--- config.mk ---
export PLATFORM = sky130hd
export DESIGN_NAME = xcall_ctrl
export DESIGN_NICKNAME = d
export VERILOG_FILES = /design/src/rtl/xcall_pkg.sv /design/src/rtl/xcall_control.sv /design/src/rtl/xcall_datapath.sv /design/src/rtl/xcall_ctrl.sv
export SDC_FILE = /design/constraint.sdc
export NUM_CORES = 1
export LEC_CHECK = 0
export ABC_AREA = 1
export CAP_MARGIN = 30
export CORE_MARGIN = 2
export CORE_UTILIZATION = 55
export CTS_CLUSTER_SIZE = 12
export DETAILED_ROUTE_END_ITERATION = 12
export DONT_BUFFER_PORTS = 1
export PLACE_DENSITY_LB_ADDON = 0.15
export RECOVER_POWER = 25
export SYNTH_ARGS = -nofsm -noshare
export SYNTH_HDL_FRONTEND = slang
export SYNTH_SLANG_ARGS = --single-unit
--- constraint.sdc ---
create_clock -name clk -period 2.5 [get_ports clk]
set_input_delay 0 -clock clk [delete_from_list [all_inputs] [get_ports clk]]
set_output_delay 0 -clock clk [all_outputs]
set_load 0.05 [all_outputs]
--- src/rtl/xcall_pkg.sv ---
package xcall_pkg;

  // register window offsets (processor side)
  localparam int ADDR_CMD    = 0;
  localparam int ADDR_STATUS = 1;
  localparam int ADDR_SP     = 2;
  localparam int ADDR_LR     = 3;
  localparam int ADDR_ARG0   = 4;

  // command ops in bits [1:0] of a command write
  localparam logic [1:0] OP_CALL   = 2'd1;
  localparam logic [1:0] OP_SWDONE = 2'd2;

  typedef enum logic [1:0] {
    CAUSE_NONE   = 2'd0,
    CAUSE_HWDONE = 2'd1,
    CAUSE_SWCALL = 2'd2
  } cause_t;

  // strobes from control to datapath
  typedef struct packed {
    logic   push;
    logic   pop;
    logic   load;
    logic   raiseIrq;
    cause_t cause;
    logic   clrIrq;
    logic   setOvf;
    logic   clrOvf;
    logic   regWr;
    logic   regFromHost;
  } ctrlStrobe_t;

endpackage

--- src/rtl/xcall_control.sv ---
module xcall_control
  import xcall_pkg::*;
#(
  parameter int NUM_UNITS = 4,
  parameter int NUM_ARGS  = 4,
  parameter int CALL_ID_W = 8,
  parameter int HW_ID_W   = 3,
  parameter int ADDR_W    = 3
) (
  input  logic                           hostWrEn,
  input  logic [ADDR_W-1:0]              hostAddr,
  input  logic [2:0]                     hostCtl,
  input  logic [CALL_ID_W-1:0]           hostCmdId,
  input  logic [NUM_UNITS-1:0]           unitFinish,
  input  logic [NUM_UNITS-1:0]           unitCallReq,
  input  logic [NUM_UNITS-1:0]           unitCallHw,
  input  logic [NUM_UNITS*CALL_ID_W-1:0] unitCallId,
  input  logic                           unitRegWrEn,
  input  logic [ADDR_W-1:0]              unitRegIdx,
  input  logic [HW_ID_W-1:0]             curId,
  input  logic                           stkFull,
  input  logic                           stkEmpty,
  input  logic [HW_ID_W-1:0]             stkTop,
  output ctrlStrobe_t                    st,
  output logic [HW_ID_W-1:0]             pushId,
  output logic [HW_ID_W-1:0]             nextCur,
  output logic [CALL_ID_W-1:0]           statId
);

  logic                 procActive;
  logic                 actFin;
  logic                 actReq;
  logic                 actHw;
  logic [CALL_ID_W-1:0] actId;
  logic                 hostCmd;
  logic                 hostStat;

  function automatic logic isHwId(input logic [CALL_ID_W-1:0] id);
    return (id != '0) && (id <= CALL_ID_W'(NUM_UNITS));
  endfunction

  function automatic logic isDataReg(input logic [ADDR_W-1:0] a);
    int unsigned v;
    v = a;
    return (v == ADDR_SP) || ((v >= ADDR_ARG0) && (v < ADDR_ARG0 + NUM_ARGS));
  endfunction

  assign procActive = (curId == '0);
  assign hostCmd    = hostWrEn && (hostAddr == ADDR_W'(ADDR_CMD)) && procActive;
  assign hostStat   = hostWrEn && (hostAddr == ADDR_W'(ADDR_STATUS));

  // pick the inputs of the unit that currently holds the enable
  always_comb begin
    actFin = 1'b0;
    actReq = 1'b0;
    actHw  = 1'b0;
    actId  = '0;
    for (int i = 0; i < NUM_UNITS; i++) begin
      if (curId == HW_ID_W'(i + 1)) begin
        actFin = unitFinish[i];
        actReq = unitCallReq[i];
        actHw  = unitCallHw[i];
        actId  = unitCallId[i*CALL_ID_W +: CALL_ID_W];
      end
    end
  end

  always_comb begin
    st      = '0;
    pushId  = '0;
    nextCur = '0;
    statId  = '0;

    if (actFin) begin
      if (!stkEmpty) begin
        st.pop  = 1'b1;
        st.load = 1'b1;
        nextCur = stkTop;
        if (stkTop == '0) begin
          st.raiseIrq = 1'b1;
          st.cause    = CAUSE_HWDONE;
          statId      = CALL_ID_W'(curId);
        end
      end
    end else if (actReq) begin
      if (actHw && !isHwId(actId)) begin
        st.load = 1'b0;
      end else if (stkFull) begin
        st.setOvf = 1'b1;
      end else begin
        st.push = 1'b1;
        st.load = 1'b1;
        pushId  = curId;
        if (actHw) begin
          nextCur = actId[HW_ID_W-1:0];
        end else begin
          nextCur     = '0;
          st.raiseIrq = 1'b1;
          st.cause    = CAUSE_SWCALL;
          statId      = actId;
        end
      end
    end else if (hostCmd && hostCtl[1:0] == OP_CALL) begin
      if (isHwId(hostCmdId)) begin
        if (stkFull) begin
          st.setOvf = 1'b1;
        end else begin
          st.push = 1'b1;
          st.load = 1'b1;
          pushId  = '0;
          nextCur = hostCmdId[HW_ID_W-1:0];
        end
      end
    end else if (hostCmd && hostCtl[1:0] == OP_SWDONE) begin
      if (!stkEmpty && stkTop != '0) begin
        st.pop  = 1'b1;
        st.load = 1'b1;
        nextCur = stkTop;
      end
    end

    st.clrIrq = hostStat && hostCtl[0];
    st.clrOvf = hostStat && hostCtl[2];

    if (hostWrEn && procActive && isDataReg(hostAddr)) begin
      st.regWr       = 1'b1;
      st.regFromHost = 1'b1;
    end else if (unitRegWrEn && !procActive && isDataReg(unitRegIdx)) begin
      st.regWr       = 1'b1;
      st.regFromHost = 1'b0;
    end
  end

endmodule

--- src/rtl/xcall_datapath.sv ---
module xcall_datapath
  import xcall_pkg::*;
#(
  parameter int NUM_UNITS   = 4,
  parameter int NUM_ARGS    = 4,
  parameter int DATA_W      = 32,
  parameter int CALL_ID_W   = 8,
  parameter int STACK_DEPTH = 4,
  parameter int HW_ID_W     = 3,
  parameter int ADDR_W      = 3
) (
  input  logic                        clk,
  input  logic                        rstN,
  input  ctrlStrobe_t                 st,
  input  logic [HW_ID_W-1:0]          pushId,
  input  logic [HW_ID_W-1:0]          nextCur,
  input  logic [CALL_ID_W-1:0]        statId,
  input  logic [ADDR_W-1:0]           hostAddr,
  input  logic [DATA_W-1:0]           hostWrData,
  input  logic [ADDR_W-1:0]           unitRegIdx,
  input  logic [DATA_W-1:0]           unitRegWrData,
  output logic [HW_ID_W-1:0]          curId,
  output logic                        stkFull,
  output logic                        stkEmpty,
  output logic [HW_ID_W-1:0]          stkTop,
  output logic [DATA_W-1:0]           hostRdData,
  output logic                        irq,
  output logic [NUM_UNITS-1:0]        unitEn,
  output logic [NUM_ARGS*DATA_W-1:0]  argBus,
  output logic [DATA_W-1:0]           spOut
);

  localparam int CNT_W = $clog2(STACK_DEPTH + 1);
  localparam int IDX_W = (STACK_DEPTH > 1) ? $clog2(STACK_DEPTH) : 1;

  logic [HW_ID_W-1:0]   stkMem [STACK_DEPTH];
  logic [CNT_W-1:0]     stkCnt;
  logic [IDX_W-1:0]     topIdx;
  logic [HW_ID_W-1:0]   curIdQ;
  logic                 irqQ;
  cause_t               causeQ;
  logic [CALL_ID_W-1:0] statIdQ;
  logic                 ovfQ;
  logic [DATA_W-1:0]    argQ [NUM_ARGS];
  logic [DATA_W-1:0]    spQ;
  logic [ADDR_W-1:0]    wrIdx;
  logic [DATA_W-1:0]    wrData;

  // ---------------- caller return stack ----------------
  assign stkEmpty = (stkCnt == '0);
  assign stkFull  = (stkCnt == CNT_W'(STACK_DEPTH));
  assign topIdx   = IDX_W'(stkCnt - CNT_W'(1));
  assign stkTop   = stkEmpty ? '0 : stkMem[topIdx];

  always_ff @(posedge clk or negedge rstN) begin
    if (!rstN) begin
      stkCnt <= '0;
      for (int k = 0; k < STACK_DEPTH; k++) stkMem[k] <= '0;
    end else begin
      if (st.push) begin
        for (int k = 0; k < STACK_DEPTH; k++)
          if (stkCnt == CNT_W'(k)) stkMem[k] <= pushId;
        stkCnt <= stkCnt + CNT_W'(1);
      end else if (st.pop) begin
        stkCnt <= stkCnt - CNT_W'(1);
      end
    end
  end

  // ---------------- active agent ----------------
  always_ff @(posedge clk or negedge rstN) begin
    if (!rstN) curIdQ <= '0;
    else if (st.load) curIdQ <= nextCur;
  end

  assign curId = curIdQ;

  for (genvar g = 0; g < NUM_UNITS; g++) begin : g_en
    assign unitEn[g] = (curIdQ == HW_ID_W'(g + 1));
  end

  // ---------------- interrupt and status ----------------
  always_ff @(posedge clk or negedge rstN) begin
    if (!rstN) begin
      irqQ    <= 1'b0;
      causeQ  <= CAUSE_NONE;
      statIdQ <= '0;
    end else if (st.raiseIrq) begin
      irqQ    <= 1'b1;
      causeQ  <= st.cause;
      statIdQ <= statId;
    end else if (st.clrIrq) begin
      irqQ   <= 1'b0;
      causeQ <= CAUSE_NONE;
    end
  end

  always_ff @(posedge clk or negedge rstN) begin
    if (!rstN) ovfQ <= 1'b0;
    else if (st.setOvf) ovfQ <= 1'b1;
    else if (st.clrOvf) ovfQ <= 1'b0;
  end

  assign irq = irqQ;

  // ---------------- shared call registers ----------------
  assign wrIdx  = st.regFromHost ? hostAddr : unitRegIdx;
  assign wrData = st.regFromHost ? hostWrData : unitRegWrData;

  always_ff @(posedge clk or negedge rstN) begin
    if (!rstN) begin
      spQ <= '0;
      for (int k = 0; k < NUM_ARGS; k++) argQ[k] <= '0;
    end else if (st.regWr) begin
      if (wrIdx == ADDR_W'(ADDR_SP)) spQ <= wrData;
      for (int k = 0; k < NUM_ARGS; k++)
        if (wrIdx == ADDR_W'(ADDR_ARG0 + k)) argQ[k] <= wrData;
    end
  end

  assign spOut = spQ;

  for (genvar g = 0; g < NUM_ARGS; g++) begin : g_arg
    assign argBus[g*DATA_W +: DATA_W] = argQ[g];
  end

  // ---------------- processor read mux ----------------
  always_comb begin
    hostRdData = '0;
    if (hostAddr == ADDR_W'(ADDR_STATUS)) begin
      hostRdData[1:0]             = causeQ;
      hostRdData[2]               = ovfQ;
      hostRdData[8 +: CALL_ID_W]  = statIdQ;
    end else if (hostAddr == ADDR_W'(ADDR_SP)) begin
      hostRdData = spQ;
    end else if (hostAddr == ADDR_W'(ADDR_LR)) begin
      hostRdData[HW_ID_W-1:0] = stkTop;
    end else begin
      for (int k = 0; k < NUM_ARGS; k++)
        if (hostAddr == ADDR_W'(ADDR_ARG0 + k)) hostRdData = argQ[k];
    end
  end

  // ---------------- assertions ----------------
  AST_IRQ_HOLD: assert property (@(posedge clk) disable iff (!rstN)
    irqQ && !st.clrIrq |=> irqQ);

  AST_OVF_HOLD: assert property (@(posedge clk) disable iff (!rstN)
    ovfQ && !st.clrOvf |=> ovfQ);

  AST_STACK_LIMIT: assert property (@(posedge clk) disable iff (!rstN)
    stkCnt <= CNT_W'(STACK_DEPTH));

  AST_CALLER_SAVED: assert property (@(posedge clk) disable iff (!rstN)
    curIdQ != '0 |-> stkCnt != '0);

endmodule

--- src/rtl/xcall_ctrl.sv ---
module xcall_ctrl
  import xcall_pkg::*;
#(
  parameter int NUM_UNITS   = 4,
  parameter int NUM_ARGS    = 4,
  parameter int DATA_W      = 32,
  parameter int CALL_ID_W   = 8,
  parameter int STACK_DEPTH = 4,
  localparam int HW_ID_W    = $clog2(NUM_UNITS + 1),
  localparam int ADDR_W     = $clog2(ADDR_ARG0 + NUM_ARGS)
) (
  input  logic                           clk,
  input  logic                           rstN,
  input  logic                           hostWrEn,
  input  logic [ADDR_W-1:0]              hostAddr,
  input  logic [DATA_W-1:0]              hostWrData,
  output logic [DATA_W-1:0]              hostRdData,
  output logic                           irq,
  output logic [NUM_UNITS-1:0]           unitEn,
  input  logic [NUM_UNITS-1:0]           unitFinish,
  input  logic [NUM_UNITS-1:0]           unitCallReq,
  input  logic [NUM_UNITS-1:0]           unitCallHw,
  input  logic [NUM_UNITS*CALL_ID_W-1:0] unitCallId,
  input  logic                           unitRegWrEn,
  input  logic [ADDR_W-1:0]              unitRegIdx,
  input  logic [DATA_W-1:0]              unitRegWrData,
  output logic [NUM_ARGS*DATA_W-1:0]     argBus,
  output logic [DATA_W-1:0]              spOut
);

  ctrlStrobe_t        st;
  logic [HW_ID_W-1:0] pushId;
  logic [HW_ID_W-1:0] nextCur;
  logic [CALL_ID_W-1:0] statId;
  logic [HW_ID_W-1:0] curId;
  logic               stkFull;
  logic               stkEmpty;
  logic [HW_ID_W-1:0] stkTop;

  xcall_control #(
    .NUM_UNITS(NUM_UNITS), .NUM_ARGS(NUM_ARGS), .CALL_ID_W(CALL_ID_W),
    .HW_ID_W(HW_ID_W), .ADDR_W(ADDR_W)
  ) i_control (
    .hostWrEn   (hostWrEn),
    .hostAddr   (hostAddr),
    .hostCtl    (hostWrData[2:0]),
    .hostCmdId  (hostWrData[8 +: CALL_ID_W]),
    .unitFinish (unitFinish),
    .unitCallReq(unitCallReq),
    .unitCallHw (unitCallHw),
    .unitCallId (unitCallId),
    .unitRegWrEn(unitRegWrEn),
    .unitRegIdx (unitRegIdx),
    .curId      (curId),
    .stkFull    (stkFull),
    .stkEmpty   (stkEmpty),
    .stkTop     (stkTop),
    .st         (st),
    .pushId     (pushId),
    .nextCur    (nextCur),
    .statId     (statId)
  );

  xcall_datapath #(
    .NUM_UNITS(NUM_UNITS), .NUM_ARGS(NUM_ARGS), .DATA_W(DATA_W),
    .CALL_ID_W(CALL_ID_W), .STACK_DEPTH(STACK_DEPTH),
    .HW_ID_W(HW_ID_W), .ADDR_W(ADDR_W)
  ) i_datapath (
    .clk          (clk),
    .rstN         (rstN),
    .st           (st),
    .pushId       (pushId),
    .nextCur      (nextCur),
    .statId       (statId),
    .hostAddr     (hostAddr),
    .hostWrData   (hostWrData),
    .unitRegIdx   (unitRegIdx),
    .unitRegWrData(unitRegWrData),
    .curId        (curId),
    .stkFull      (stkFull),
    .stkEmpty     (stkEmpty),
    .stkTop       (stkTop),
    .hostRdData   (hostRdData),
    .irq          (irq),
    .unitEn       (unitEn),
    .argBus       (argBus),
    .spOut        (spOut)
  );

  // per-unit dispatch checks at the block boundary
  for (genvar g = 0; g < NUM_UNITS; g++) begin : g_chk
    logic [CALL_ID_W-1:0] reqId;
    assign reqId = unitCallId[g*CALL_ID_W +: CALL_ID_W];

    AST_HW_DISPATCH: assert property (@(posedge clk) disable iff (!rstN)
      unitEn[g] && unitCallReq[g] && unitCallHw[g] && !unitFinish[g] && !stkFull &&
      reqId != '0 && reqId <= CALL_ID_W'(NUM_UNITS)
      |=> curId == HW_ID_W'($past(reqId)));

    AST_SWCALL_IRQ: assert property (@(posedge clk) disable iff (!rstN)
      unitEn[g] && unitCallReq[g] && !unitCallHw[g] && !unitFinish[g] && !stkFull
      |=> irq && unitEn == '0);
  end

endmodule

**Yosys cells after proc, flatten, opt, wreduce, memory -nomap -nowiden**

Index checks and enable logic that the tools add are counted.

- Bitwise operators: 1
- Reductions and logical operators: 39
- Equal/unequal tests: 23
- Order comparisons: 5
- Muxes and demuxes: 91
- $add $sub $neg: 2

Operator list:

| kind | number |
|---|---|
| 2-to-1 mux 32 bit | 6 |
| 2-to-1 mux 8 bit | 11 |
| 2-to-1 mux 3 bit | 28 |
| 2-to-1 mux 1 bit | 33 |
| == test 3 bit, second input constant | 10 |
| 2-to-1 mux 29 bit | 1 |
| == test 3 x 2 -> 1 bit, second input constant | 8 |
| AND reduction 2 bit | 9 |
| less-or-equal comparator 8 x 3 -> 1 bit, second input constant | 2 |
| 2-to-1 mux 16 bit | 1 |
| nonzero test 8 bit | 2 |
| logical AND 1 bit | 15 |
| 2-to-1 mux 5 bit | 3 |
| logical NOT 3 bit | 4 |
| 2-to-1 mux 2 bit | 6 |
| == test 3 x 1 -> 1 bit, second input constant | 3 |
| >= comparator 3 bit, second input constant | 3 |
| binary-select mux 3 bit (select 2 bit) | 1 |
| nonzero test 2 bit | 3 |
| 2-to-1 mux 4 bit | 1 |
| adder 3 x 1 -> 3 bit, second input constant | 1 |
| logical NOT 1 bit | 3 |
| NOT 2 -> 3 bit | 1 |
| nonzero test 3 bit | 1 |
| other kinds (4) | 5 |

- Word-level logic and storage cells: 176
- Input port bits: 118
- Flip-flop bits (word level): 190

**Longest topological paths before layout**

Gate-level depths: netlist of run 1.

- Depth after elaboration: 15
- Mapped depth: 19
- Depth with buffers taken out: 19

**Modules after synthesis**

A second synthesis of run 1 with hierarchy kept.

- Cell total of the unflattened synthesis: 1412
- Area, all modules: 10171.0 µm²

By module, submodules not included:

| module | instances | cells each | area an instance (µm²) |
|---|---|---|---|
| xcall_datapath | 1 | 1206 | 9212.6 |
| xcall_control | 1 | 206 | 958.4 |

**Least setup slack after synthesis of run 1**

OpenSTA, ideal clock, no wires.

- Path kind: register to register
- From: reg i_datapath.curIdQ[0] (netlist: i_datapath.curId[0])
- To: reg i_datapath.stkMem[0] (netlist name)
- Library setup time: 0.131 ns
- Slack: -0.002 ns
- Cell stages (with the launch flop): 17
- Clock period less this slack: 2.502 ns
- Arrival time: 2.371 ns
- Data required time: 2.369 ns
- Buffers on the path: 1
- Cells stage by stage: dfrtp_1 -> buf_2 -> nand2_1 -> nor2_2 -> nand2_1 -> nand3_1 -> nor2_1 -> nand3_1 -> nand2_1 -> inv_1 -> nand2_1 -> nand2_1 -> nand2_1 -> nand2_1 -> nand2_1 -> nor2_1 -> o21ai_0

- Word-level cells in the longest chain between the ends: 13

Ends and longest elaborated chain:

| what | RTL line | source |
|---|---|---|
| from (decl) | xcall_datapath.sv:39 | `logic [HW_ID_W-1:0] curIdQ;` |
| from (signal assigned) | xcall_datapath.sv:73 | `else if (st.load) curIdQ <= nextCur;` |
| == test 3 x 1 -> 1 bit (*) | n/a |  |
| named net unitEn[0] | xcall_ctrl.sv:19 | `output logic [NUM_UNITS-1:0] unitEn,` |
| 2-to-1 mux 8 bit (4 in a row) | xcall_control.sv:59 | `if (curId == HW_ID_W'(i + 1)) begin` |
| less-or-equal comparator 8 x 3 -> 1 bit or nonzero test 8 bit (tied branches) | xcall_control.sv:39 | `return (id != '0) && (id <= CALL_ID_W'(NUM_UNITS));` |
| logical AND 1 bit | xcall_control.sv:39 |  |
| logical NOT 1 bit | xcall_control.sv:86 | `if (actHw && !isHwId(actId)) begin` |
| logical AND 1 bit | xcall_control.sv:86 |  |
| 2-to-1 mux 1 bit | xcall_control.sv:86 |  |
| 2-to-1 mux 1 bit | xcall_control.sv:85 | `end else if (actReq) begin` |
| 2-to-1 mux 1 bit | xcall_control.sv:74 | `if (actFin) begin` |
| AND reduction 2 bit (no line) | n/a |  |
| to (signal, indexed assignment) | xcall_datapath.sv:62 | `if (stkCnt == CNT_W'(k)) stkMem[k] <= pushId;` |
| to (decl) | xcall_datapath.sv:36 | `logic [HW_ID_W-1:0] stkMem [STACK_DEPTH];` |

The timed path passes the listed nets; every way through them passes the cells marked *.
A chain may end at the register's enable or synchronous reset.

**Worst setup path in the final report of run 1**

- From: reg i_datapath.curIdQ[0] (netlist: i_datapath.curId[0])
- To: reg i_datapath.argQ, in the netlist i_datapath.argBus[104]

- Word-level cells in the longest chain between the ends: 7

Ends and longest elaborated chain:

| what | RTL line | source |
|---|---|---|
| logical NOT 3 bit (*) | xcall_control.sv:48 | `assign procActive = (curId == '0);` |
| logical AND 1 bit or logical NOT 1 bit (tied branches) | xcall_control.sv:125, xcall_control.sv:128 |  |
| logical AND 1 bit, on equally long branches | xcall_control.sv:125, xcall_control.sv:128 |  |
| 2-to-1 mux 2 bit (*) | xcall_control.sv:125 | `if (hostWrEn && procActive && isDataReg(hostAddr)) begin` |
| 2-to-1 mux 3 bit or 2-to-1 mux 2 bit (tied branches) | xcall_datapath.sv:107, xcall_control.sv:128 |  |
| == test 3 bit or 2-to-1 mux 2 bit (tied branches) | xcall_datapath.sv:117, xcall_control.sv:125 |  |
| AND reduction 2 bit (no line) | n/a |  |
| to (signal, indexed assignment) | xcall_datapath.sv:117 | `if (wrIdx == ADDR_W'(ADDR_ARG0 + k)) argQ[k] <= wrData;` |
| to (decl) | xcall_datapath.sv:44 | `logic [DATA_W-1:0] argQ [NUM_ARGS];` |

Mark *: on every way between the ends. The rest lies on a longest branch, timed or not.

==> summary.md, run 1 <==
| Metric | Value |
|---|---|
| Clock transition at the register clock pins on the worst setup and hold paths after CTS | `80 ps` |
| Wire length of the first global-routing pass | `48860 um` |
| Start of the worst register-to-register path | `i_datapath.curId[0]` |
| TritonCTS sink count | `190` |
| Detail Route Antenna Nets | `0` |
| Via count of the first global-routing pass | `8904` |
| Final hold violation count | `190` |
| Hold Crit Class | `input port to async pin` |
| Detailed Route WL | `~34000 um` |
| Static leakage power | `5.658 nW` |
| Length in cells of the worst reg-to-reg path | `12` |
| Number of warning messages in the yosys log | `0` |
| Type of the worst setup path | `flip-flop to flip-flop` |
| Crit path time final | `2406 ps` |
| Sequential area share after synthesis | `49.38%` |
| DR DRC count | `0` |
| DRC violation total after the first TritonRoute iteration | `923` |
| Mapped Nets | `1354` |
| Cell type contributing the most total cell area after synthesis | `sky130_fd_sc_hd__dfrtp_1` |
| Post-route insts no fill | `1606` |
| Clock buffer count from CTS | `17` |
| Worst hold margin | `-753.4 ps` |
| Share of cells above drive strength 1 | `13.25%` |
| Final Slew Violations | `0` |
| Element type at the critical path start | `flip-flop` |
| Detailed Place HPWL | `between 20000 and 25000 um` |
| Maximum number of pins on one net before global-route repair | `191` |
| Number of storage elements in the synthesis netlist | `190` |
| Average footprint of a synthesized cell | `7.829 sq um` |
| Clk Tree Root Cell | `sky130_fd_sc_hd__clkbuf_16` |
| Worst slew margin | `49.20%` |
| Placed cells | `1476` |
| Areal power density over the cells | `1609 mW/mm^2` |
| Number of ports placed on the die boundary | `315` |
| Number of unique standard cell types used by synthesis | `36` |
| H-tree depth | `4` |
| Status | `finished with violations` |
| Post-synthesis to final-layout area growth | `24.99%` |
| Most frequent cell after synthesis | `sky130_fd_sc_hd__nand2_1` |
| Worst Max-Slew Pin Slew | `754.0 ps` |
| Combined global-route utilization of all metal layers | `34.49%` |
| Worst R2R End | `i_datapath.argBus[104]` |
| Endpoint class of the critical path | `flip-flop` |
| Source-to-sink clock delay at the later pin of the worst-skew pair | `between 400 and 500 ps` |
| Placer's final routability congestion estimate | `between 0.9 and 1` |
| Vias per inst | `between 6 and 7` |
| Floorplan row count | `48` |
| Synth Instances | `1230` |
| Post-synth top cells | `342 x sky130_fd_sc_hd__nand2_1, 190 x sky130_fd_sc_hd__dfrtp_1, 185 x sky130_fd_sc_hd__o21ai_0` |
| Required time reported for the critical path endpoint | `2800 ps` |
| Worst Slack Setup Final | `93.82 ps` |
| Peak Freq | `0.4156 GHz` |
| Die outline height | `136.3 um` |
| Dominant cells by area after synthesis | `sky130_fd_sc_hd__dfrtp_1 49%, sky130_fd_sc_hd__nand2_1 13%, sky130_fd_sc_hd__o21ai_0 9.6%, sky130_fd_sc_hd__inv_1 6.8%, sky130_fd_sc_hd__o221ai_1 4.1%` |
| Final Util | `70.07%` |
| Data arrival, critical path | `2710 ps` |
| GR Overflow Total | `0` |
| MaxCap Viol Count | `0` |
| Critical-path maximum fanout | `16` |
| Netlist area before placement | `between 0.009 and 0.01 sq mm` |
| IO buf count | `0` |
| Total of fill cells in the finished design | `between 1k and 1.5k` |
| EDFF count, synth | `0` |
| Post-detailed-route wirelength per cell | `21.43 um` |
| Maximum vdd ir drop | `770.5 uV` |
| Hold_buf cts | `72` |
| Portion of the clock cycle consumed by the worst path in the final layout | `96.25%` |
| Most frequently used flop master after synthesis | `sky130_fd_sc_hd__dfrtp_1` |
| Worst-case register-to-register setup slack | `about 94 ps` |
| Number of antenna repair diodes | `0` |
| Number of buffers on the longest clock path | `2` |
| Initial antenna violation count | `0` |
| TritonCTS clock tree | `done` |
| Layout Skew | `14.66 ps` |
| NumNets Final | `about 1.5k` |
| Violations in the final reports | `hold timing` |
| Fraction of registers with async set/reset | `100.0%` |
| Horiz. Die Dim | `136.3 um` |
| Count of TritonRoute iterations in the first routing pass | `5` |
| Fraction of synthesized cell area taken by the top area cell type | `about half` |
| Vias post-DR | `between 9k and 10k` |
| Die area | `between 0.015 and 0.02 sq mm` |
| Initial core utilization | `between 50 and 60%` |
| Core Region | `0.01718 sq mm` |
| Pre-CTS WS | `-33.52 ps` |
| Setup violators final | `0` |
[critical path, stage by stage, from the launching register on]
cell	delay [ps]
sky130_fd_sc_hd__dfrtp_2	460
sky130_fd_sc_hd__nor2_4	140
sky130_fd_sc_hd__nand2_2	80
sky130_fd_sc_hd__nor2_2	120
sky130_fd_sc_hd__inv_2	70
sky130_fd_sc_hd__a21oi_4	170
sky130_fd_sc_hd__or2_2	170
sky130_fd_sc_hd__o21ai_4	60
sky130_fd_sc_hd__buf_4	150
sky130_fd_sc_hd__nor4_4	330
sky130_fd_sc_hd__buf_4	230
sky130_fd_sc_hd__buf_8	180
sky130_fd_sc_hd__o21ai_0	100
[through the flow]
step | instance area [sq um] | power [mW] | TNS, ps
floorplan | 9634 | 13.81 | 0
global route | 12040 | 20.26 | -71.00
global placement | 10380 | 15.85 | 0
finish | 12040 | 19.36 | 0
detailed placement | 10380 | 16.00 | -235.7
CTS | 11700 | 18.91 | 0
[worst max-delay path by stage]
stage	start	endpoint	slack (ps)	cells past startpoint
after floorplan	i_datapath.curId[0]	i_datapath.stkCnt[2]	100	17
after global placement	i_datapath.curId[2]	i_datapath.curId[0]	10	17
after detailed placement	i_datapath.curId[2]	i_datapath.curId[1]	-30	17
after CTS	i_datapath.curId[0]	i_datapath.stkMem[6]	30	15
after global routing	i_datapath.curId[2]	i_datapath.ovfQ	-30	13
final	i_datapath.curId[0]	i_datapath.argBus[104]	90	12
[flip-flops by register name, indices dropped and copies added, names as in the netlist]
signal and cells:
i_datapath.spOut 32, i_datapath.curId 3, i_datapath.argBus 128, i_datapath.stkCnt 3, i_datapath.ovfQ 1, i_datapath.causeQ 2, i_datapath.irq 1, i_datapath.statIdQ 8
i_datapath.stkMem 12
[metal layers]
| metal | part of all wire [%] | global-route usage (%) |
|---|---|---|
| met2 | 47 | 55.95 |
| met4 | 3.5 | 14.76 |
| met1 | 39 | 43.21 |
| met5 | 0 | 0 |
| met3 | 11 | 9.806 |
[final cells by class]
type | count | area, sq um | area share, %
flip-flops and latches | 190 | 4758 | 39.54
multi-input cells | 796 | 4031 | 33.50
repair buffers | 181 | 1695 | 14.09
inverters | 182 | 685.7 | 5.697
clock buffers | 17 | 425.4 | 3.535
well taps | 225 | 281.5 | 2.339
clock inverters | 15 | 157.7 | 1.310
[power by group]
part	switching [mW]	total, mW	internal, mW
Sequential	5.90	10.4	4.46
Combinational	4.05	6.27	2.22
Clock	1.31	2.73	1.41
Total	11.3	19.4	8.10
[what timing repair did]
| action | in CTS | in global routing |
|---|---|---|
| setup buffers | 1 | 19 |
| resized for setup | 3 | 32 |
| endpoints found under the hold margin | 338 | 190 |
| pin swaps | 1 | 4 |
| endpoints found under the setup margin | 54 | 143 |
| cloned | 0 | 6 |
[placed cells by master, fill, tap and decap left out, types with 19 or more instances in the layout]
cell	n
sky130_fd_sc_hd__nand3_1	33
sky130_fd_sc_hd__o21ai_0	183
sky130_fd_sc_hd__a31oi_1	27
sky130_fd_sc_hd__o22ai_1	19
sky130_fd_sc_hd__dfrtp_1	187
sky130_fd_sc_hd__nand2_1	337
sky130_fd_sc_hd__buf_4	94
sky130_fd_sc_hd__nor2_1	57
sky130_fd_sc_hd__dlygate4sd3_1	72
sky130_fd_sc_hd__clkbuf_16	20
sky130_fd_sc_hd__inv_1	174
sky130_fd_sc_hd__o221ai_1	45
[cells by family after synthesis]
| kind of cell | after synthesis | share of synthesized area (%) |
|---|---|---|
| XOR/XNOR | 2 | 0.1819 |
| flip-flops | 190 | 49.38 |
| AND/OR/NAND/NOR | 472 | 20.13 |
| multiplexers | 2 | 0.2339 |
| AO/OA/AOI/OAI | 314 | 19.50 |
| buffers and inverters | 244 | 9.797 |
| adder cells (fa/ha/maj) | 6 | 0.7796 |
Power figures use the tool's default switching activity.
==> run 2: changes to the inputs <==
Settings changed: CORE_MARGIN 2 to unset, HOLD_SLACK_MARGIN set to 0.05, SYNTH_HIERARCHICAL set to 1.
==> run 2 against run 1 <==
The run still ends with hold timing left. Synthesized cell count up 15%. Clock power up 4%. Final cell count is 9.2% higher. Register-to-register slack about the same. Highest routed layer unchanged. Total power down 14%. Synthesized area grew 5.6%. Final area rose by 2.8%. Sequential share of layout area decreased by 1.1 points. Global-route usage increased by 0.29 points. Sequential cell count is the same. Sequential power fell by 4%.
==> summary.md, run 2 <==
| Metric | Value |
|---|---|
| Source-to-sink clock delay at the later pin of the worst-skew pair | `440 ps` |
| Worst hold margin | `-743.1 ps` |
| NumNets Final | `~1.6k` |
| Core Region | `0.01802 sq mm` |
| Data arrival, critical path | `2750 ps` |
| Vias post-DR | `about 10k` |
| Crit path time final | `2395 ps` |
| Most used cells in the layout excluding fill and tap cells | `504 x sky130_fd_sc_hd__nand2_1, 187 x sky130_fd_sc_hd__dfrtp_1, 159 x sky130_fd_sc_hd__inv_1` |
| TritonCTS clock tree | `done` |
| Setup TNS Final | `0 ps` |
| EDFF count, synth | `0` |
| Initial antenna violation count | `0` |
| Detail Route Antenna Nets | `0` |
| IO buf count | `0` |
| Cell type contributing the most total cell area after synthesis | `sky130_fd_sc_hd__dfrtp_1` |
| Combined global-route utilization of all metal layers | `34.78%` |
| Peak Freq | `0.4175 GHz` |
| FF/Latch Area | `0.004758 sq mm` |
| Areal power density over the cells | `1353 mW/mm^2` |
| Die area | `0.01904 sq mm` |
| DRC violation total after the first TritonRoute iteration | `841` |
| Average footprint of a synthesized cell | `7.203 sq um` |
| Die outline height | `between 100 and 150 um` |
| Number of ports placed on the die boundary | `315` |
| Detailed Place HPWL | `21950 um` |
| GR Overflow Total | `0` |
| Clock transition at the register clock pins on the worst setup and hold paths after CTS | `80 ps` |
| Mapped Nets | `1536` |
| Share of cells above drive strength 1 | `12.07%` |
| Netlist area before placement | `0.01017 sq mm` |
| Final hold violation count | `between 150 and 200` |
| Detailed Route WL | `~35000 um` |
| Worst slew margin | `39.45%` |
| Maximum vdd ir drop | `893.4 uV` |
| Initial core utilization | `56.43%` |
| Endpoint class of the critical path | `flip-flop` |
| Element type at the critical path start | `flip-flop` |
| Placer's final routability congestion estimate | `between 0.9 and 1` |
| TritonCTS sink count | `190` |
| DR DRC count | `0` |
| Type of the worst setup path | `flip-flop to flip-flop` |
| Required time reported for the critical path endpoint | `2850 ps` |
| Total of fill cells in the finished design | `1535` |
| Final Slew Violations | `0` |
| Number of buffers on the longest clock path | `2` |
| Violations in the final reports | `hold timing` |
| Multi-input combinational cell area | `0.004598 sq mm` |
| Synth Instances | `1412` |
| Hold_buf cts | `80` |
| H-tree depth | `4` |
| Count of TritonRoute iterations in the first routing pass | `6` |
| Portion of the clock cycle consumed by the worst path in the final layout | `a little over nine tenths` |
| Number of antenna repair diodes | `0` |
| Sequential area share after synthesis | `46.75%` |
| MaxCap Viol Count | `0` |
| Post-detailed-route wirelength per cell | `20.03 um` |
| Worst R2R End | `i_datapath/argBus[76]` |
| Number of flip-flops in the largest register | `around 130` |
| Most frequently used flop master after synthesis | `sky130_fd_sc_hd__dfrtp_1` |
| Number of warning messages in the yosys log | `6` |
| Layout Skew | `19.10 ps` |
| Worst-case register-to-register setup slack | `between 100 and 150 ps` |
| Post-synth top cells | `509 x sky130_fd_sc_hd__nand2_1, 190 x sky130_fd_sc_hd__dfrtp_1, 161 x sky130_fd_sc_hd__inv_1` |
| Number of storage elements in the synthesis netlist | `between 150 and 200` |
| Start of the worst register-to-register path | `i_datapath/curId[0]` |
| Static leakage power | `6.183 nW` |
| Fraction of registers with async set/reset | `100.0%` |
| Setup violators final | `0` |
| Clk Tree Root Cell | `sky130_fd_sc_hd__clkbuf_16` |
| Critical-path maximum fanout | `16` |
| Length in cells of the worst reg-to-reg path | `13` |
| Worst Max-Slew Pin Slew | `903.3 ps` |
| Number of unique standard cell types used by synthesis | `39` |
| Hold Crit Class | `input port to async pin` |
| Status | `finished with violations` |
| Post-synthesis to final-layout area growth | `21.60%` |
| Floorplan row count | `49` |
| Wire length of the first global-routing pass | `slightly below 50000 um` |
| Leading cell type in the layout, fill and taps excluded | `sky130_fd_sc_hd__nand2_1` |
| Power, Total | `16.73 mW` |
| Horiz. Die Dim | `138.0 um` |
| Clock buffer count from CTS | `17` |
| Fraction of synthesized cell area taken by the top area cell type | `46.75%` |
| Via count of the first global-routing pass | `9248` |
| Most frequent cell after synthesis | `sky130_fd_sc_hd__nand2_1` |
| Vias per inst | `5.715` |
| Maximum number of pins on one net before global-route repair | `around 190` |
| Dominant cells by area after synthesis | `sky130_fd_sc_hd__dfrtp_1 47%, sky130_fd_sc_hd__nand2_1 19%, sky130_fd_sc_hd__o21ai_0 7.8%, sky130_fd_sc_hd__inv_1 5.9%, sky130_fd_sc_hd__a21oi_1 2.7%` |
-- run 2: cell families after synthesis --
kind of cell	count (synthesis)	synth area share, %
AOI/OAI and AO/OA	273	14.18
DFF	190	46.75
and+or+nand+nor	705	28.98
xor gates and xnor gates	3	0.2584
buffers and inverters	235	9.091
adders and majority gates	6	0.7381
-- run 2: what timing repair did --
item                                    4_1_cts  5_1_grt
gates resized for setup                       2       40
endpoints found under the hold margin       365      190
setup buffers                                 0        9
pin swaps                                     0        7
endpoints found under the setup margin        2       96
gates cloned                                  0        6
-- run 2: report_power, final --
part	internal, mW	switching (mW)	leakage (nW)
Sequential	4.27	5.67	2.41
Clock	1.55	1.30	0.295
Combinational	1.35	2.59	3.48
-- run 2: how the worst max path moves through the flow --
stage	from	to	slack, ps	cells after the start
after floorplan	i_datapath/stkCnt[0]	i_datapath/causeQ[0]	60	12
after global placement	i_datapath/curId[0]	i_datapath/stkMem[5]	60	15
after detailed placement	i_datapath/curId[2]	i_datapath/stkCnt[1]	-4	17
after CTS	i_datapath/curId[2]	i_datapath/spOut[24]	8	11
after global routing	i_datapath/curId[0]	i_datapath/argBus[76]	-30	13
final	i_datapath/curId[0]	i_datapath/argBus[76]	100	13
-- run 2: stage by stage --
stage               area, sq um  util [%]  hold WS, ps  worst slack (ps)  instances
finish                    12370     68.62       -743.1             104.5       1753
global route              12370     68.62       -763.7            -33.16       1753
CTS                       12080     66.99       -760.8             7.815       1738
detailed placement        10660     59.13       -291.4            -4.241       1627
global placement          10660     59.13       -290.7             64.18       1627
floorplan                 10170         -       -295.6             58.96       1412
-- run 2: final cells by class --
class | instances | share of cell area [%]
flip-flops and latches | 190 | 38.47
clock inverters | 13 | 1.406
multi-input cells | 987 | 37.18
repair buffers | 147 | 11.83
inverters | 169 | 5.250
well taps | 229 | 2.317
clock buffers | 18 | 3.551
-- run 2: worst max-delay path, cell delays in order, from the launching register on --
cell	delay, ps
sky130_fd_sc_hd__dfrtp_2	480
sky130_fd_sc_hd__nor2_4	160
sky130_fd_sc_hd__nand2_2	100
sky130_fd_sc_hd__inv_1	80
sky130_fd_sc_hd__nand2_1	90
sky130_fd_sc_hd__nor2_4	240
sky130_fd_sc_hd__inv_6	120
sky130_fd_sc_hd__o21ai_4	230
sky130_fd_sc_hd__inv_2	90
sky130_fd_sc_hd__nor3_4	240
sky130_fd_sc_hd__buf_6	170
sky130_fd_sc_hd__clkbuf_16	180
sky130_fd_sc_hd__nand2_1	60
sky130_fd_sc_hd__o21ai_1	80
-- run 2: layer usage --
layer | track usage [%] | share of wire [%]
met1 | 44.49 | 40
met2 | 56.06 | 47
met3 | 9.101 | 9.5
met4 | 14.01 | 3.8
met5 | 0 | 0
==> run 3: changes to the inputs <==
==> constraint.sdc (replaced) <==
create_clock -name clk -period 2.5 [get_ports clk]
set_input_delay 0 -clock clk [delete_from_list [all_inputs] [get_ports clk]]
set_output_delay 0 -clock clk [all_outputs]
set_load 0.1 [all_outputs]
==> run 3 against run 2 <==
The run still ends with hold timing left. Count of clock-buffer cells in the layout increased by 2. Utilization increased by 8.9 points. Global-route usage increased by 0.95 points. Final cell count increased by 11%. First-iteration DRC count increased by 32%. Final area increased by 13%. Critical endpoint is now i_datapath/spOut[24]. Critical path depth decreased by 1. Wire length increased by 9.4%. Setup slack got worse by 57 ps.
==> summary.md, run 3 (same netlist as run 2, synthesis figures left out) <==
| Metric | Value |
|---|---|
| Wire length of the first global-routing pass | `51360 um` |
| Worst hold margin | `-747.6 ps` |
| Start of the worst register-to-register path | `i_datapath/curId[0]` |
| Total cell area at the placement stage | `between 0.01 and 0.015 sq mm` |
| Share of cells above drive strength 1 | `22.16%` |
| Sequence of cells on the critical path | `nor2_4, nand2_4, inv_2, nand2_2, nor2_4, clkinv_8, buf_4, nand2_1, nand2_1, dlygate4sd3_1, inv_2, o21ai_0` |
| Initial antenna violation count | `0` |
| Required time reported for the critical path endpoint | `~2800 ps` |
| Peak Freq | `0.4078 GHz` |
| IO buf count | `0` |
| Portion of the clock cycle consumed by the worst path in the final layout | `98.09%` |
| GR Overflow Total | `0` |
| Worst R2R End | `i_datapath/spOut[24]` |
| Kind of cell adding the most delay to the critical path | `buffers and inverters` |
| Setup violators final | `0` |
| Detailed Place HPWL | `22850 um` |
| Clk Tree Root Cell | `sky130_fd_sc_hd__clkbuf_16` |
| WP buf/inv | `5` |
| TritonCTS clock tree | `done` |
| Setup repair after global routing missed its margin | `yes` |
| Final Slew Violations | `0` |
| Length in cells of the worst reg-to-reg path | `12` |
| Element type at the critical path start | `flip-flop` |
| Post-detailed-route wirelength per cell | `19.82 um` |
| Cell with the largest stage delay on the worst path | `sky130_fd_sc_hd__dlygate4sd3_1` |
| Post-synthesis to final-layout area growth | `37.43%` |
| Worst-case register-to-register setup slack | `approximately 48 ps` |
| Detail Route Antenna Nets | `0` |
| Detailed Route WL | `approximately 38000 um` |
| Maximum number of pins on one net before global-route repair | `191` |
| NumNets Final | `1821` |
| Placer's final routability congestion estimate | `between 1 and 1.5` |
| Status | `finished with violations` |
| MaxCap Viol Count | `0` |
| TritonCTS sink count | `190` |
| Number of buffers on the longest clock path | `2` |
| Data arrival, critical path | `2770 ps` |
| Combined global-route utilization of all metal layers | `35.73%` |
| Horiz. Die Dim | `approximately 140 um` |
| Count of cell instances traversed by the critical path | `12` |
| Crit path time final | `2452 ps` |
| Core Region | `0.01802 sq mm` |
| Final hold violation count | `190` |
| Leading cell type in the layout, fill and taps excluded | `sky130_fd_sc_hd__nand2_1` |
| Layout Skew | `about 8.5 ps` |
| Final non-filler cell area | `roughly 0.014 sq mm` |
| Clock transition at the register clock pins on the worst setup and hold paths after CTS | `approximately 80 ps` |
| Source-to-sink clock delay at the later pin of the worst-skew pair | `430 ps` |
| Highest cell delay on the worst timing path | `slightly above 600 ps` |
| Number of antenna repair diodes | `0` |
| DR DRC count | `0` |
| DRC violation total after the first TritonRoute iteration | `1114` |
| Worst slew margin | `45.28%` |
| Initial core utilization | `56.43%` |
| Endpoint class of the critical path | `flip-flop` |
| Count of TritonRoute iterations in the first routing pass | `8` |
| Via count of the first global-routing pass | `between 9k and 10k` |
| Worst setup path startpoint | `i_datapath/curId[0]` |
| H-tree depth | `4` |
| Number of ports placed on the die boundary | `315` |
| Most used cells in the layout excluding fill and tap cells | `500 x sky130_fd_sc_hd__nand2_1, 226 x sky130_fd_sc_hd__buf_4, 188 x sky130_fd_sc_hd__dfrtp_1` |
| Critical-path maximum fanout | `6` |
| Vias post-DR | `10.99k` |
| Hold Crit Class | `input port to async pin` |
| Vias per inst | `5.666` |
| Type of the worst setup path | `flip-flop to flip-flop` |
| Total of fill cells in the finished design | `around 1.3k` |
| Violations in the final reports | `hold timing` |
| Floorplan row count | `49` |
| Worst Max-Slew Pin Slew | `819.8 ps` |
| Setup TNS Final | `0 ps` |
| Clock buffer count from CTS | `17` |
| Die outline height | `between 100 and 150 um` |
| Critical path destination | `i_datapath/spOut[24]` |
| Number of flip-flops in the largest register | `approximately 130` |
| Die area | `about 0.019 sq mm` |
-- run 3: cell types whose count changed in the layout (fill, tap and decap cells not counted), sizes merged --
cell,delta
dlygate4sd3,-3
clkinvlp,+4
inv,-2
buf,+180
dlymetal6s4s,+1
clkinv,-2
clkbuf,+8
-- run 3: timing repair --
item	CTS	global route
setup buffers	0	15
endpoints found under the setup margin	0	184
endpoints found under the hold margin	364	224
hold buffers	78	8
resized for setup	0	63
-- run 3: worst min path at each step --
stage               startpoint                endpoint
global route              rstN   i_datapath/argBus[49]
detailed placement        rstN   i_datapath/argBus[52]
global placement          rstN  i_datapath/argBus[113]
finish                    rstN   i_datapath/argBus[52]
floorplan                 rstN    i_datapath/argBus[0]
CTS                       rstN   i_datapath/argBus[52]
-- run 3: worst reg2reg max path, cell delays in order (launching register included) --
cell and delay [ps]:
sky130_fd_sc_hd__dfrtp_2 470, sky130_fd_sc_hd__nor2_4 150, sky130_fd_sc_hd__nand2_4 100, sky130_fd_sc_hd__inv_2 70, sky130_fd_sc_hd__nand2_2 80, sky130_fd_sc_hd__nor2_4 250
sky130_fd_sc_hd__clkinv_8 110, sky130_fd_sc_hd__buf_4 180, sky130_fd_sc_hd__nand2_1 80, sky130_fd_sc_hd__nand2_1 60, sky130_fd_sc_hd__dlygate4sd3_1 610, sky130_fd_sc_hd__inv_2 90
sky130_fd_sc_hd__o21ai_0 90
-- run 3: area by class of cell --
class                      count  area (sq um)  area share (%)
sequential                   190          4757           34.03
multi-input combinational    987          4667           33.39
timing repair buffer         331          3003           21.48
inverter                     169         658.1           4.708
clock buffer                  20         446.7           3.195
tap                          229         286.5           2.050
clock inverter                12         151.4           1.083
timing repair inverter         1         8.758         0.06266
-- run 3: through the flow --
stage	setup slack [ps]	instances	util [%]
final	47.82	1939	77.55
after global placement	117.7	1803	66.92
after CTS	16.05	1913	74.57
after detailed placement	55.14	1803	66.92
after global routing	-98.59	1939	77.55
after floorplan	-84.44	1412	-
-- run 3: per-layer routing --
metal	vias to the layer above	track usage (%)	wire, um
met1	5155	43.92	14500
met3	134	9.576	4260
met5	-	0	0
met2	671	58.67	17840
li1	5027	-	-
met4	0	16.18	1819
Power of run 3 is not shown: default switching activity piles up to over one toggle a cycle in this logic, so the estimate is an artifact.
